[config.mk]
export PLATFORM = sky130hd
export DESIGN_NAME = twi_eeprom_slave
export DESIGN_NICKNAME = d
export VERILOG_FILES = /design/src/rtl/twi_eep_pkg.sv /design/src/rtl/twi_sync.sv /design/src/rtl/twi_line_mon.sv /design/src/rtl/twi_addr_match.sv /design/src/rtl/twi_eeprom_slave.sv
export SDC_FILE = /design/constraint.sdc
export NUM_CORES = 1
export LEC_CHECK = 0
export BUFFER_PORTS_ARGS = -buffer_cell sky130_fd_sc_hd__clkbuf_2
export CORE_UTILIZATION = 38
export CTS_BUF_LIST = sky130_fd_sc_hd__clkbuf_2 sky130_fd_sc_hd__clkbuf_4 sky130_fd_sc_hd__clkbuf_8
export CTS_CLUSTER_SIZE = 20
export DETAILED_ROUTE_END_ITERATION = 16
export PLACE_DENSITY = 0.59
export SYNTH_ARGS = -nofsm -noshare
export SYNTH_HDL_FRONTEND = slang
export SYNTH_HIERARCHICAL = 1
export SYNTH_SLANG_ARGS = --single-unit
[constraint.sdc]
create_clock -name clk_i -period 3.3 [get_ports clk_i]
set_input_delay 0.165 -clock clk_i [delete_from_list [all_inputs] [get_ports clk_i]]
set_output_delay 0.165 -clock clk_i [all_outputs]
set_load 0.1 [all_outputs]
[src/rtl/twi_eep_pkg.sv]
package twi_eep_pkg;
  typedef enum logic [2:0] {
    S_IDLE, S_DEV, S_WORD, S_DATA, S_SACK, S_TX, S_MACK
  } twi_state_e;

  localparam logic [3:0] DEV_TYPE = 4'b1010;

  function automatic int blk_bits(input int kbit);
    return (kbit >= 16) ? 3 : (kbit >= 8) ? 2 : (kbit >= 4) ? 1 : 0;
  endfunction
endpackage

[src/rtl/twi_sync.sv]
module twi_sync #(
  parameter int WIDTH  = 2,
  parameter int STAGES = 2
) (
  input  logic             clk_i,
  input  logic             rst_ni,
  input  logic [WIDTH-1:0] d_i,
  output logic [WIDTH-1:0] q_o
);
  logic [WIDTH-1:0] stg [STAGES];

  for (genvar i = 0; i < STAGES; i++) begin : g_stg
    if (i == 0) begin : g_first
      always_ff @(posedge clk_i or negedge rst_ni)
        if (!rst_ni) stg[0] <= '1;
        else         stg[0] <= d_i;
    end else begin : g_next
      always_ff @(posedge clk_i or negedge rst_ni)
        if (!rst_ni) stg[i] <= '1;
        else         stg[i] <= stg[i-1];
    end
  end

  assign q_o = stg[STAGES-1];
endmodule

[src/rtl/twi_line_mon.sv]
module twi_line_mon #(
  parameter int STAGES = 2
) (
  input  logic clk_i,
  input  logic rst_ni,
  input  logic scl_i,
  input  logic sda_i,
  output logic scl_o,
  output logic sda_o,
  output logic scl_prev_o,
  output logic scl_rise_o,
  output logic scl_fall_o,
  output logic start_o,
  output logic stop_o
);
  logic [1:0] s;
  logic       scl_q, sda_q;

  twi_sync #(.WIDTH(2), .STAGES(STAGES)) u_sync (
    .clk_i (clk_i),
    .rst_ni(rst_ni),
    .d_i   ({scl_i, sda_i}),
    .q_o   (s)
  );

  always_ff @(posedge clk_i or negedge rst_ni)
    if (!rst_ni) begin
      scl_q <= 1'b1;
      sda_q <= 1'b1;
    end else begin
      scl_q <= s[1];
      sda_q <= s[0];
    end

  assign scl_o      = s[1];
  assign sda_o      = s[0];
  assign scl_prev_o = scl_q;
  assign scl_rise_o = s[1] & ~scl_q;
  assign scl_fall_o = ~s[1] & scl_q;
  // SDA edge while SCL stays high
  assign start_o    = s[1] & scl_q & sda_q & ~s[0];
  assign stop_o     = s[1] & scl_q & ~sda_q & s[0];
endmodule

[src/rtl/twi_addr_match.sv]
module twi_addr_match
  import twi_eep_pkg::*;
#(
  parameter int BLK_W = 0
) (
  input  logic [7:1] dev_i,
  input  logic [2:0] strap_i,
  output logic       hit_o,
  output logic [2:0] blk_o
);
  logic [2:0] eq;

  for (genvar i = 0; i < 3; i++) begin : g_bit
    localparam bit IS_BLK = (i < BLK_W);
    assign eq[i]    = IS_BLK | (dev_i[i+1] == strap_i[i]);
    assign blk_o[i] = IS_BLK & dev_i[i+1];
  end

  assign hit_o = (dev_i[7:4] == DEV_TYPE) & (&eq);
endmodule

[src/rtl/twi_eeprom_slave.sv]
module twi_eeprom_slave
  import twi_eep_pkg::*;
#(
  parameter int MEM_KBIT    = 2,
  parameter int PAGE_BYTES  = 16,
  parameter int SYNC_STAGES = 2,
  localparam int ADDR_W     = $clog2(MEM_KBIT * 128),
  localparam int BLK_W      = blk_bits(MEM_KBIT),
  localparam int PG_W       = $clog2(PAGE_BYTES)
) (
  input  logic              clk_i,
  input  logic              rst_ni,
  input  logic              scl_i,
  input  logic              sda_i,
  input  logic [2:0]        strap_i,
  input  logic              busy_i,
  output logic              sda_pull_o,
  output logic              wr_en_o,
  output logic [ADDR_W-1:0] wr_addr_o,
  output logic [7:0]        wr_data_o,
  output logic              commit_o,
  output logic [ADDR_W-1:0] rd_addr_o,
  input  logic [7:0]        rd_data_i
);
  localparam logic [ADDR_W-1:0] PG_MASK = ADDR_W'(PAGE_BYTES - 1);

  logic scl_s, sda_s, scl_prev, scl_rise, scl_fall, start_w, stop_w;
  logic hit;
  logic [2:0] blk;

  twi_state_e        st_q, ret_q;
  logic [2:0]        cnt_q;
  logic [6:0]        sr_q;
  logic              ack_ph_q, pend_q, mnack_q, pull_q;
  logic [2:0]        blk_q;
  logic [ADDR_W-1:0] ptr_q, wr_addr_q;
  logic [7:0]        wr_data_q;
  logic              wr_en_q, commit_q;
  logic [7:0]        rx_byte;
  logic [ADDR_W-1:0] ptr_pg_inc;

  twi_line_mon #(.STAGES(SYNC_STAGES)) u_mon (
    .clk_i     (clk_i),
    .rst_ni    (rst_ni),
    .scl_i     (scl_i),
    .sda_i     (sda_i),
    .scl_o     (scl_s),
    .sda_o     (sda_s),
    .scl_prev_o(scl_prev),
    .scl_rise_o(scl_rise),
    .scl_fall_o(scl_fall),
    .start_o   (start_w),
    .stop_o    (stop_w)
  );

  assign rx_byte = {sr_q, sda_s};

  twi_addr_match #(.BLK_W(BLK_W)) u_match (
    .dev_i  (rx_byte[7:1]),
    .strap_i(strap_i),
    .hit_o  (hit),
    .blk_o  (blk)
  );

  assign ptr_pg_inc = (ptr_q & ~PG_MASK) | ((ptr_q + 1'b1) & PG_MASK);

  always_ff @(posedge clk_i or negedge rst_ni) begin
    if (!rst_ni) begin
      st_q      <= S_IDLE;
      ret_q     <= S_IDLE;
      cnt_q     <= '0;
      sr_q      <= '0;
      ack_ph_q  <= 1'b0;
      pend_q    <= 1'b0;
      mnack_q   <= 1'b0;
      pull_q    <= 1'b0;
      blk_q     <= '0;
      ptr_q     <= '0;
      wr_addr_q <= '0;
      wr_data_q <= '0;
      wr_en_q   <= 1'b0;
      commit_q  <= 1'b0;
    end else begin
      wr_en_q  <= 1'b0;
      commit_q <= 1'b0;
      if (start_w) begin
        st_q   <= S_DEV;
        cnt_q  <= '0;
        pull_q <= 1'b0;
        pend_q <= 1'b0;
      end else if (stop_w) begin
        st_q     <= S_IDLE;
        pull_q   <= 1'b0;
        commit_q <= pend_q;
        pend_q   <= 1'b0;
      end else begin
        unique case (st_q)
          S_DEV, S_WORD, S_DATA: begin
            if (scl_rise) begin
              sr_q  <= rx_byte[6:0];
              cnt_q <= cnt_q + 1'b1;
              if (cnt_q == 3'd7) begin
                ack_ph_q <= 1'b0;
                if (st_q == S_DEV) begin
                  if (hit && !busy_i) begin
                    st_q  <= S_SACK;
                    ret_q <= rx_byte[0] ? S_TX : S_WORD;
                    blk_q <= blk;
                  end else begin
                    st_q <= S_IDLE;
                  end
                end else if (st_q == S_WORD) begin
                  st_q  <= S_SACK;
                  ret_q <= S_DATA;
                  ptr_q <= ADDR_W'({blk_q, rx_byte});
                end else begin
                  st_q      <= S_SACK;
                  ret_q     <= S_DATA;
                  wr_en_q   <= 1'b1;
                  wr_addr_q <= ptr_q;
                  wr_data_q <= rx_byte;
                  ptr_q     <= ptr_pg_inc;
                  pend_q    <= 1'b1;
                end
              end
            end
          end
          S_SACK: begin
            if (scl_fall) begin
              if (!ack_ph_q) begin
                pull_q   <= 1'b1;   // ninth clock low phase
                ack_ph_q <= 1'b1;
              end else begin
                cnt_q <= '0;
                st_q  <= ret_q;
                if (ret_q == S_TX) begin
                  sr_q   <= rd_data_i[6:0];
                  pull_q <= ~rd_data_i[7];
                  ptr_q  <= ptr_q + 1'b1;
                end else begin
                  pull_q <= 1'b0;
                end
              end
            end
          end
          S_TX: begin
            if (scl_fall) begin
              cnt_q <= cnt_q + 1'b1;
              if (cnt_q == 3'd7) begin
                pull_q <= 1'b0;
                st_q   <= S_MACK;
              end else begin
                pull_q <= ~sr_q[6];
                sr_q   <= {sr_q[5:0], 1'b0};
              end
            end
          end
          S_MACK: begin
            if (scl_rise) begin
              mnack_q <= sda_s;
            end else if (scl_fall) begin
              if (mnack_q) begin
                st_q <= S_IDLE;
              end else begin
                sr_q   <= rd_data_i[6:0];
                pull_q <= ~rd_data_i[7];
                ptr_q  <= ptr_q + 1'b1;
                cnt_q  <= '0;
                st_q   <= S_TX;
              end
            end
          end
          default: ;
        endcase
      end
    end
  end

  assign sda_pull_o = pull_q;
  assign wr_en_o    = wr_en_q;
  assign wr_addr_o  = wr_addr_q;
  assign wr_data_o  = wr_data_q;
  assign commit_o   = commit_q;
  assign rd_addr_o  = ptr_q;
endmodule

==> reports/qor.txt, run 1 <==
STATUS
----------------------------------------------------------------------------------
Status                                                                finished, final reports clean

WORST SETUP PATH
----------------------------------------------------------------------------------
Slowest stage cell, crit path                                         sky130_fd_sc_hd__nor4_4
Delay of the slowest cell on the worst path                                 600 ps
Number of cell instances on the worst register-to-register path                  5
Setup slack of the most critical reg-to-reg path                            820 ps
Largest driver fanout on the critical path                                       8
Cell Chain, Critical Path                                             nor2b_1, or2_2, o21ai_1, nor4_4, mux2_2
Type of destination of the critical path                                  register
Critical Path Source Type                                                 register
Buffers and inverters on the worst path                                          0
Worst setup path endpoint                                                  sr_q[2]
Reg2reg end                                                                sr_q[2]
Class of the most critical setup path                                 register to register
Levels on crit path                                                              5
Launching point of the worst reg2reg path                             u_mon/u_sync/q_o[1]
Worst setup path start                                                u_mon/u_sync/q_o[1]
CP arrival                                                                 2690 ps
Family of cells with the greatest summed delay on the critical path   simple AND/OR/NAND/NOR gates
Data required time at the worst endpoint                                   3510 ps

CELLS AND AREA
----------------------------------------------------------------------------------
Commonest cells after routing, fill and taps aside                    sky130_fd_sc_hd__dfrtp_1, sky130_fd_sc_hd__clkbuf_2, sky130_fd_sc_hd__nand2_1, sky130_fd_sc_hd__mux2_2, sky130_fd_sc_hd__a21oi_1
Final #Nets                                                                    324
Synth-to-Final Area Change                                                   14.9%
Final Instance Area                                                       3180 um2
Number of antenna diodes                                                         0
Final cell count without fillers                                               402
Most common cell after layout, fill and taps aside                    sky130_fd_sc_hd__dfrtp_1
Post-layout utilization of the core                                          46.1%
Fraction of final layout cells with drive strength greater than 1            32.4%

GLOBAL ROUTING
----------------------------------------------------------------------------------
Vias in the first global route                                               2,078
Antenna violations before repair                                                 0
Largest net degree at the start of global routing                               29
Wire length of the first global-routing pass                               10.6 mm
GR Util All Layers                                                           18.0%
Sum of overflow across all layers after global routing                           0

ROUTING
----------------------------------------------------------------------------------
Number of nets with antenna violations after routing                             0
DRC Markers                                                                      0
Vias post-DR                                                                 2,181
Final routed wirelength across all metal layers                            6.26 mm
First-pass detailed-route iteration total                                        4
Mean number of vias per cell                                                  5.43
Routed length per instance                                                 15.6 um
Drt first-iter violations                                                      117

TIMING
----------------------------------------------------------------------------------
Max Transition Viols Final                                                       0
Fin Clk Skew                                                               11.0 ps
Final total negative setup slack                                              0 ps
Transition at the pin with the smallest max-transition slack                704 ps
Slew headroom                                                                53.1%
Final worst-path cycle share                                                 75.1%
Worst path setup slack after routing                                        822 ps
Unrepaired setup endpoints after global routing                                 no
F_max                                                                    0.404 GHz
Shortest clock period the worst path allows after layout                   2480 ps
Setup-failing EPs final                                                          0
Number of hold violations in the final report                                    0

POWER
----------------------------------------------------------------------------------
Fraction of power consumed by combinational cells                            42.4%
Relative contribution of sequential cells to total power                     41.3%
Internal Dissipation                                                       1.29 mW
Leak pwr                                                                   1.48 nW
P_sw                                                                       1.04 mW
Switching power as a share of total power                                    44.6%
Power density cells                                                     732 nW/um2
Clk network pwr share                                                        16.2%
Worst voltage drop across the vdd grid                                    0.365 mV

JOB
----------------------------------------------------------------------------------
Number of maximum-capacitance violations                                         0

PLACED DESIGN
----------------------------------------------------------------------------------
Cell total after placement                                                     391
Post-placement setup slack                                                  849 ps
Number of port buffers                                                          42
Global placement routability congestion                                      0.820
Standard cell area after detailed placement                               3060 um2
Post-DP HPWL                                                               4.44 mm

DIE
----------------------------------------------------------------------------------
Std cell rows                                                                   30
DIE HEIGHT                                                                 87.3 um
Placeable core area                                                       6910 um2
Die Span X                                                                 87.3 um
Ports                                                                           43
Floorplan die area                                                        7630 um2
Effective utilization at floorplan                                           40.1%

HOLD PATH
----------------------------------------------------------------------------------
Path type of the worst min-delay path                                 input port to register

SYNTHESIS
----------------------------------------------------------------------------------
YS warnings                                                                      6
Mean instance size in the synthesized netlist                             10.5 um2
Post-synthesis instance area                                              2770 um2
Number of nets in the synthesized netlist                                      282
Post-synthesis instance total                                                  263

CLOCK NETWORK
----------------------------------------------------------------------------------
Sinks on the clock net                                                          52
Clock tree from TritonCTS                                                      yes
Later-pin clock latency in the skew report                                  310 ps
Reg clk slew, reported paths                                                100 ps
TritonCTS Buffers                                                                5
Clock root buffer master                                              sky130_fd_sc_hd__clkbuf_8
Post_cts resized                                                                 0
Number of levels the H-tree was split into                                       2
CTS Buffer Depth                                                                 2

## sequential cells by signal, indices dropped and copies added, names as in the netlist, 2 cells and up
| register | cells |
|---|---|
| cnt_q | 3 |
| ret_q | 3 |
| sr_q | 7 |
| st_q | 3 |
| u_mon/u_sync/stg | 2 |
| wr_addr_o | 8 |
| wr_data_o | 8 |
| rd_addr_o | 8 |
| u_mon/u_sync/q_o | 2 |
## worst min-delay path: stages
cell and delay (ps):
sky130_fd_sc_hd__clkbuf_2 70, sky130_fd_sc_hd__nand2_1 40, sky130_fd_sc_hd__nand2_1 40, sky130_fd_sc_hd__mux2_2 120
## power groups by stage
stage / registers [mW] / logic (mW) / clock network, mW
floorplan: 1.06 / 0.678 / 0
global placement: 0.967 / 0.979 / 0
detailed placement: 0.969 / 0.984 / 0
CTS: 0.957 / 0.988 / 0.394
global route: 0.988 / 1.09 / 0.410
finish: 0.963 / 0.988 / 0.378
## final cells by class
type / instances / area, um2
inverter: 8 / 30.0
tap: 96 / 120
clock buffer: 6 / 76.3
sequential: 52 / 1310
fill: 718 / 3730
clock inverter: 2 / 13.8
timing repair buffer: 51 / 285
multi-input combinational: 187 / 1350
## what timing repair did
action,CTS,global route
hold buffers,3,0
endpoints found under the setup margin,0,0
endpoints found under the hold margin,23,0
buffers inserted,0,0
## worst min-delay path by stage
stage	startpoint	end	cells past startpoint
finish	rd_data_i[4]	sr_q[4]	4
global route	rd_data_i[4]	sr_q[4]	4
CTS	rd_data_i[4]	sr_q[4]	4
detailed placement	rst_ni	st_q[0]	1
global placement	sda_i	u_mon/u_sync/stg[2]	1
floorplan	rst_ni	ack_ph_q	0
## metal layers
layer  track usage [%]  wire length [um]
met1              25.4              3060
met2              27.5              2880
met5                 0                 0
met4              6.26               112
met3              3.51               211
## through the flow
stage | power (mW) | hold WS, ps
finish | 2.33 | 158
global route | 2.48 | 167
CTS | 2.34 | 157
detailed placement | 1.95 | 254
global placement | 1.95 | 252
floorplan | 1.73 | -131
No activity file was read; power rests on OpenSTA's default activity.
==> inputs of run 2 (changes only) <==
Settings changed: PLACE_DENSITY 0.59 to 0.61.
Clock period 3.3 ns to 2.1 ns, I/O delays scaled along.
==> run 2 against run 1 <==
Compared with the run above: die area unchanged; fmax grew 22%; global-route usage up 1.3 points; critical endpoint is now cnt_q[1]; register-to-register slack lost 760 ps; clock power grew 61%; routed wire length is 9.2% higher; largest power group unchanged.
==> reports/qor.txt, run 2 (synthesis gave the netlist of run 1 again) <==
STATUS
--------------------------------------------------------------------------------
Status                                                              finished, final reports clean   unchanged

WORST SETUP PATH
--------------------------------------------------------------------------------
Data required time at the worst endpoint                                 2310 ps   was 3510 ps
CP arrival                                                               2250 ps   was 2690 ps
Setup slack of the most critical reg-to-reg path                           60 ps   was 820 ps
Critical Path Source Type                                               register   unchanged
Launching point of the worst reg2reg path                           u_mon/scl_prev_o   was u_mon/u_sync/q_o[1]
Slowest stage cell, crit path                                       sky130_fd_sc_hd__dfstp_2   was sky130_fd_sc_hd__nor4_4
Cell Chain, Critical Path                                           nor2b_4, buf_4, or3_4, o221a_4, or2_4, o41ai_2   was nor2b_1, or2_2, o21ai_1, nor4_4, mux2_2
Largest driver fanout on the critical path                                     7   was 8
Reg2reg end                                                             cnt_q[1]   was sr_q[2]
Type of destination of the critical path                                register   unchanged
Number of cell instances on the worst register-to-register path                6   was 5
Delay of the slowest cell on the worst path                               580 ps   was 600 ps
Worst setup path start                                              u_mon/scl_prev_o   was u_mon/u_sync/q_o[1]
Class of the most critical setup path                               register to register   unchanged
Worst setup path endpoint                                               cnt_q[1]   was sr_q[2]

CELLS AND AREA
--------------------------------------------------------------------------------
Final #Nets                                                                  352   was 324
Filler instances                                                             682   was 718
Most common cell after layout, fill and taps aside                  sky130_fd_sc_hd__dfrtp_1   unchanged
Post-layout utilization of the core                                        50.6%   was 46.1%
Area used by sequential logic in the layout                             1310 um2   unchanged
Fraction of final layout cells with drive strength greater than 1          41.9%   was 32.4%
Synth-to-Final Area Change                                                 26.2%   was 14.9%
Number of antenna diodes                                                       0   unchanged
Commonest cells after routing, fill and taps aside                  sky130_fd_sc_hd__dfrtp_1, sky130_fd_sc_hd__clkbuf_2, sky130_fd_sc_hd__nand2_1, sky130_fd_sc_hd__buf_4, sky130_fd_sc_hd__mux2_2   was sky130_fd_sc_hd__dfrtp_1, sky130_fd_sc_hd__clkbuf_2, sky130_fd_sc_hd__nand2_1, sky130_fd_sc_hd__mux2_2, sky130_fd_sc_hd__a21oi_1
Final cell count without fillers                                             430   was 402
Area taken by multi-input logic gates                                   1430 um2   was 1350 um2
Final Instance Area                                                     3490 um2   was 3180 um2

CLOCK NETWORK
--------------------------------------------------------------------------------
Later-pin clock latency in the skew report                                310 ps   about the same
Setup fix buffers added after clock tree synthesis                             0   unchanged
TritonCTS Buffers                                                              5   unchanged
Reg clk slew, reported paths                                              100 ps   about the same
Sinks on the clock net                                                        52   unchanged
CTS Buffer Depth                                                               2   unchanged
Clock root buffer master                                            sky130_fd_sc_hd__clkbuf_8   unchanged
Clock tree from TritonCTS                                                    yes   unchanged
Number of levels the H-tree was split into                                     2   unchanged

GLOBAL ROUTING
--------------------------------------------------------------------------------
Vias in the first global route                                             2,184   was 2,078
Largest net degree at the start of global routing                             21   was 29
Antenna violations before repair                                               0   unchanged
Sum of overflow across all layers after global routing                         0   unchanged
GR Util All Layers                                                         19.3%   was 18.0%
Wire length of the first global-routing pass                             11.2 mm   was 10.6 mm

TIMING
--------------------------------------------------------------------------------
Max Transition Viols Final                                                     0   unchanged
Worst path setup slack after routing                                     60.8 ps   was 822 ps
Shortest clock period the worst path allows after layout                 2040 ps   was 2480 ps
Hold Slack                                                                106 ps   was 158 ps
Number of hold violations in the final report                                  0   unchanged
Fin Clk Skew                                                             6.63 ps   was 11.0 ps
Final worst-path cycle share                                               97.1%   was 75.1%
Final total negative setup slack                                            0 ps   unchanged
Slew headroom                                                              63.8%   was 53.1%
Unrepaired setup endpoints after global routing                               no   unchanged
Setup-failing EPs final                                                        0   unchanged
Transition at the pin with the smallest max-transition slack              546 ps   was 704 ps
F_max                                                                  0.490 GHz   was 0.404 GHz

ROUTING
--------------------------------------------------------------------------------
DRC Markers                                                                    0   unchanged
Number of nets with antenna violations after routing                           0   unchanged
Final routed wirelength across all metal layers                          6.84 mm   was 6.26 mm
Routed length per instance                                               15.9 um   was 15.6 um
First-pass detailed-route iteration total                                      4   unchanged
Mean number of vias per cell                                                5.33   was 5.43
Drt first-iter violations                                                    184   was 117
Vias post-DR                                                               2,293   was 2,181

DIE
--------------------------------------------------------------------------------
Placeable core area                                                     6910 um2   unchanged
DIE HEIGHT                                                               87.3 um   unchanged
Die Span X                                                               87.3 um   unchanged
Ports                                                                         43   unchanged
Std cell rows                                                                 30   unchanged
Floorplan die area                                                      7630 um2   unchanged
Effective utilization at floorplan                                         40.1%   unchanged

POWER
--------------------------------------------------------------------------------
Final Total Pwr                                                          4.04 mW   was 2.33 mW
Worst voltage drop across the vdd grid                                  0.592 mV   was 0.365 mV
Leak pwr                                                                 1.66 nW   was 1.48 nW
Power density cells                                                  1160 nW/um2   was 732 nW/um2

PLACED DESIGN
--------------------------------------------------------------------------------
Post-DP HPWL                                                             5.01 mm   was 4.44 mm
Cell total after placement                                                   419   was 391
Standard cell area after detailed placement                             3310 um2   was 3060 um2
Post-placement setup slack                                              -20.4 ps   was 849 ps
Number of port buffers                                                        42   unchanged
Global placement routability congestion                                    0.908   was 0.820

HOLD PATH
--------------------------------------------------------------------------------
Hold Startpoint                                                     rd_data_i[4]   unchanged
Path type of the worst min-delay path                               input port to register   unchanged

JOB
--------------------------------------------------------------------------------
Number of maximum-capacitance violations                                       0   unchanged

-- run 2: changes by cell type in the layout (fill, tap and decap cells not counted), moves of 2 or more --
cell	delta
sky130_fd_sc_hd__buf_4	+26
sky130_fd_sc_hd__nor2_4	+2
sky130_fd_sc_hd__nor2b_1	-2
sky130_fd_sc_hd__o21ai_0	-2
sky130_fd_sc_hd__o311ai_0	-2
sky130_fd_sc_hd__o311ai_1	+2
sky130_fd_sc_hd__o41ai_1	-2
sky130_fd_sc_hd__o41ai_2	+2
-- run 2: critical path: cells and delay by family (launching register included) --
kind	cells	cell delay, ps
buffers and inverters	1	150
AOI/OAI and AO/OA	2	560
DFF	1	580
and+or+nand+nor	3	660
-- run 2: per-layer routing --
layer	part of all wire [%]	track usage, %	vias to the layer above
met1	48	26.8	1116
li1	-	-	1102
met3	3.9	3.13	7
met5	0	0	-
met2	47	30.6	68
met4	1.6	6.26	0
-- run 2: power by group --
part | switching [mW] | total, mW | internal, mW
clock network | 0.343 | 0.608 | 0.265
registers | 0.228 | 1.42 | 1.19
logic | 1.17 | 2.02 | 0.852
total | 1.74 | 4.04 | 2.30
-- run 2: repair_timing --
action | 4_1_cts | 5_1_grt
gates cloned | 0 | 0
gates resized for setup | 4 | 13
endpoints found under the hold margin | 17 | 0
pin swaps | 0 | 1
hold buffers | 3 | 0
endpoints found under the setup margin | 7 | 30
-- run 2: cell type report --
cell class                      instances  share of cell area (%)
Inverter                                8                   0.860
Tap cell                               96                    3.44
Sequential cell                        52                    37.5
Clock buffer                            7                    2.40
Clock inverter                          1                   0.251
Multi-Input combinational cell        187                    40.9
Timing Repair Buffer                   79                    14.7
-- run 2: worst min-delay path by stage --
stage	to	slack, ps	cells past startpoint
2_1_floorplan	ack_ph_q	-190	0
3_3_place_gp	ret_q[2]	90	1
3_5_place_dp	wr_data_o[0]	100	1
4_1_cts	sr_q[1]	100	4
5_1_grt	sr_q[4]	130	4
6_report	sr_q[4]	110	4
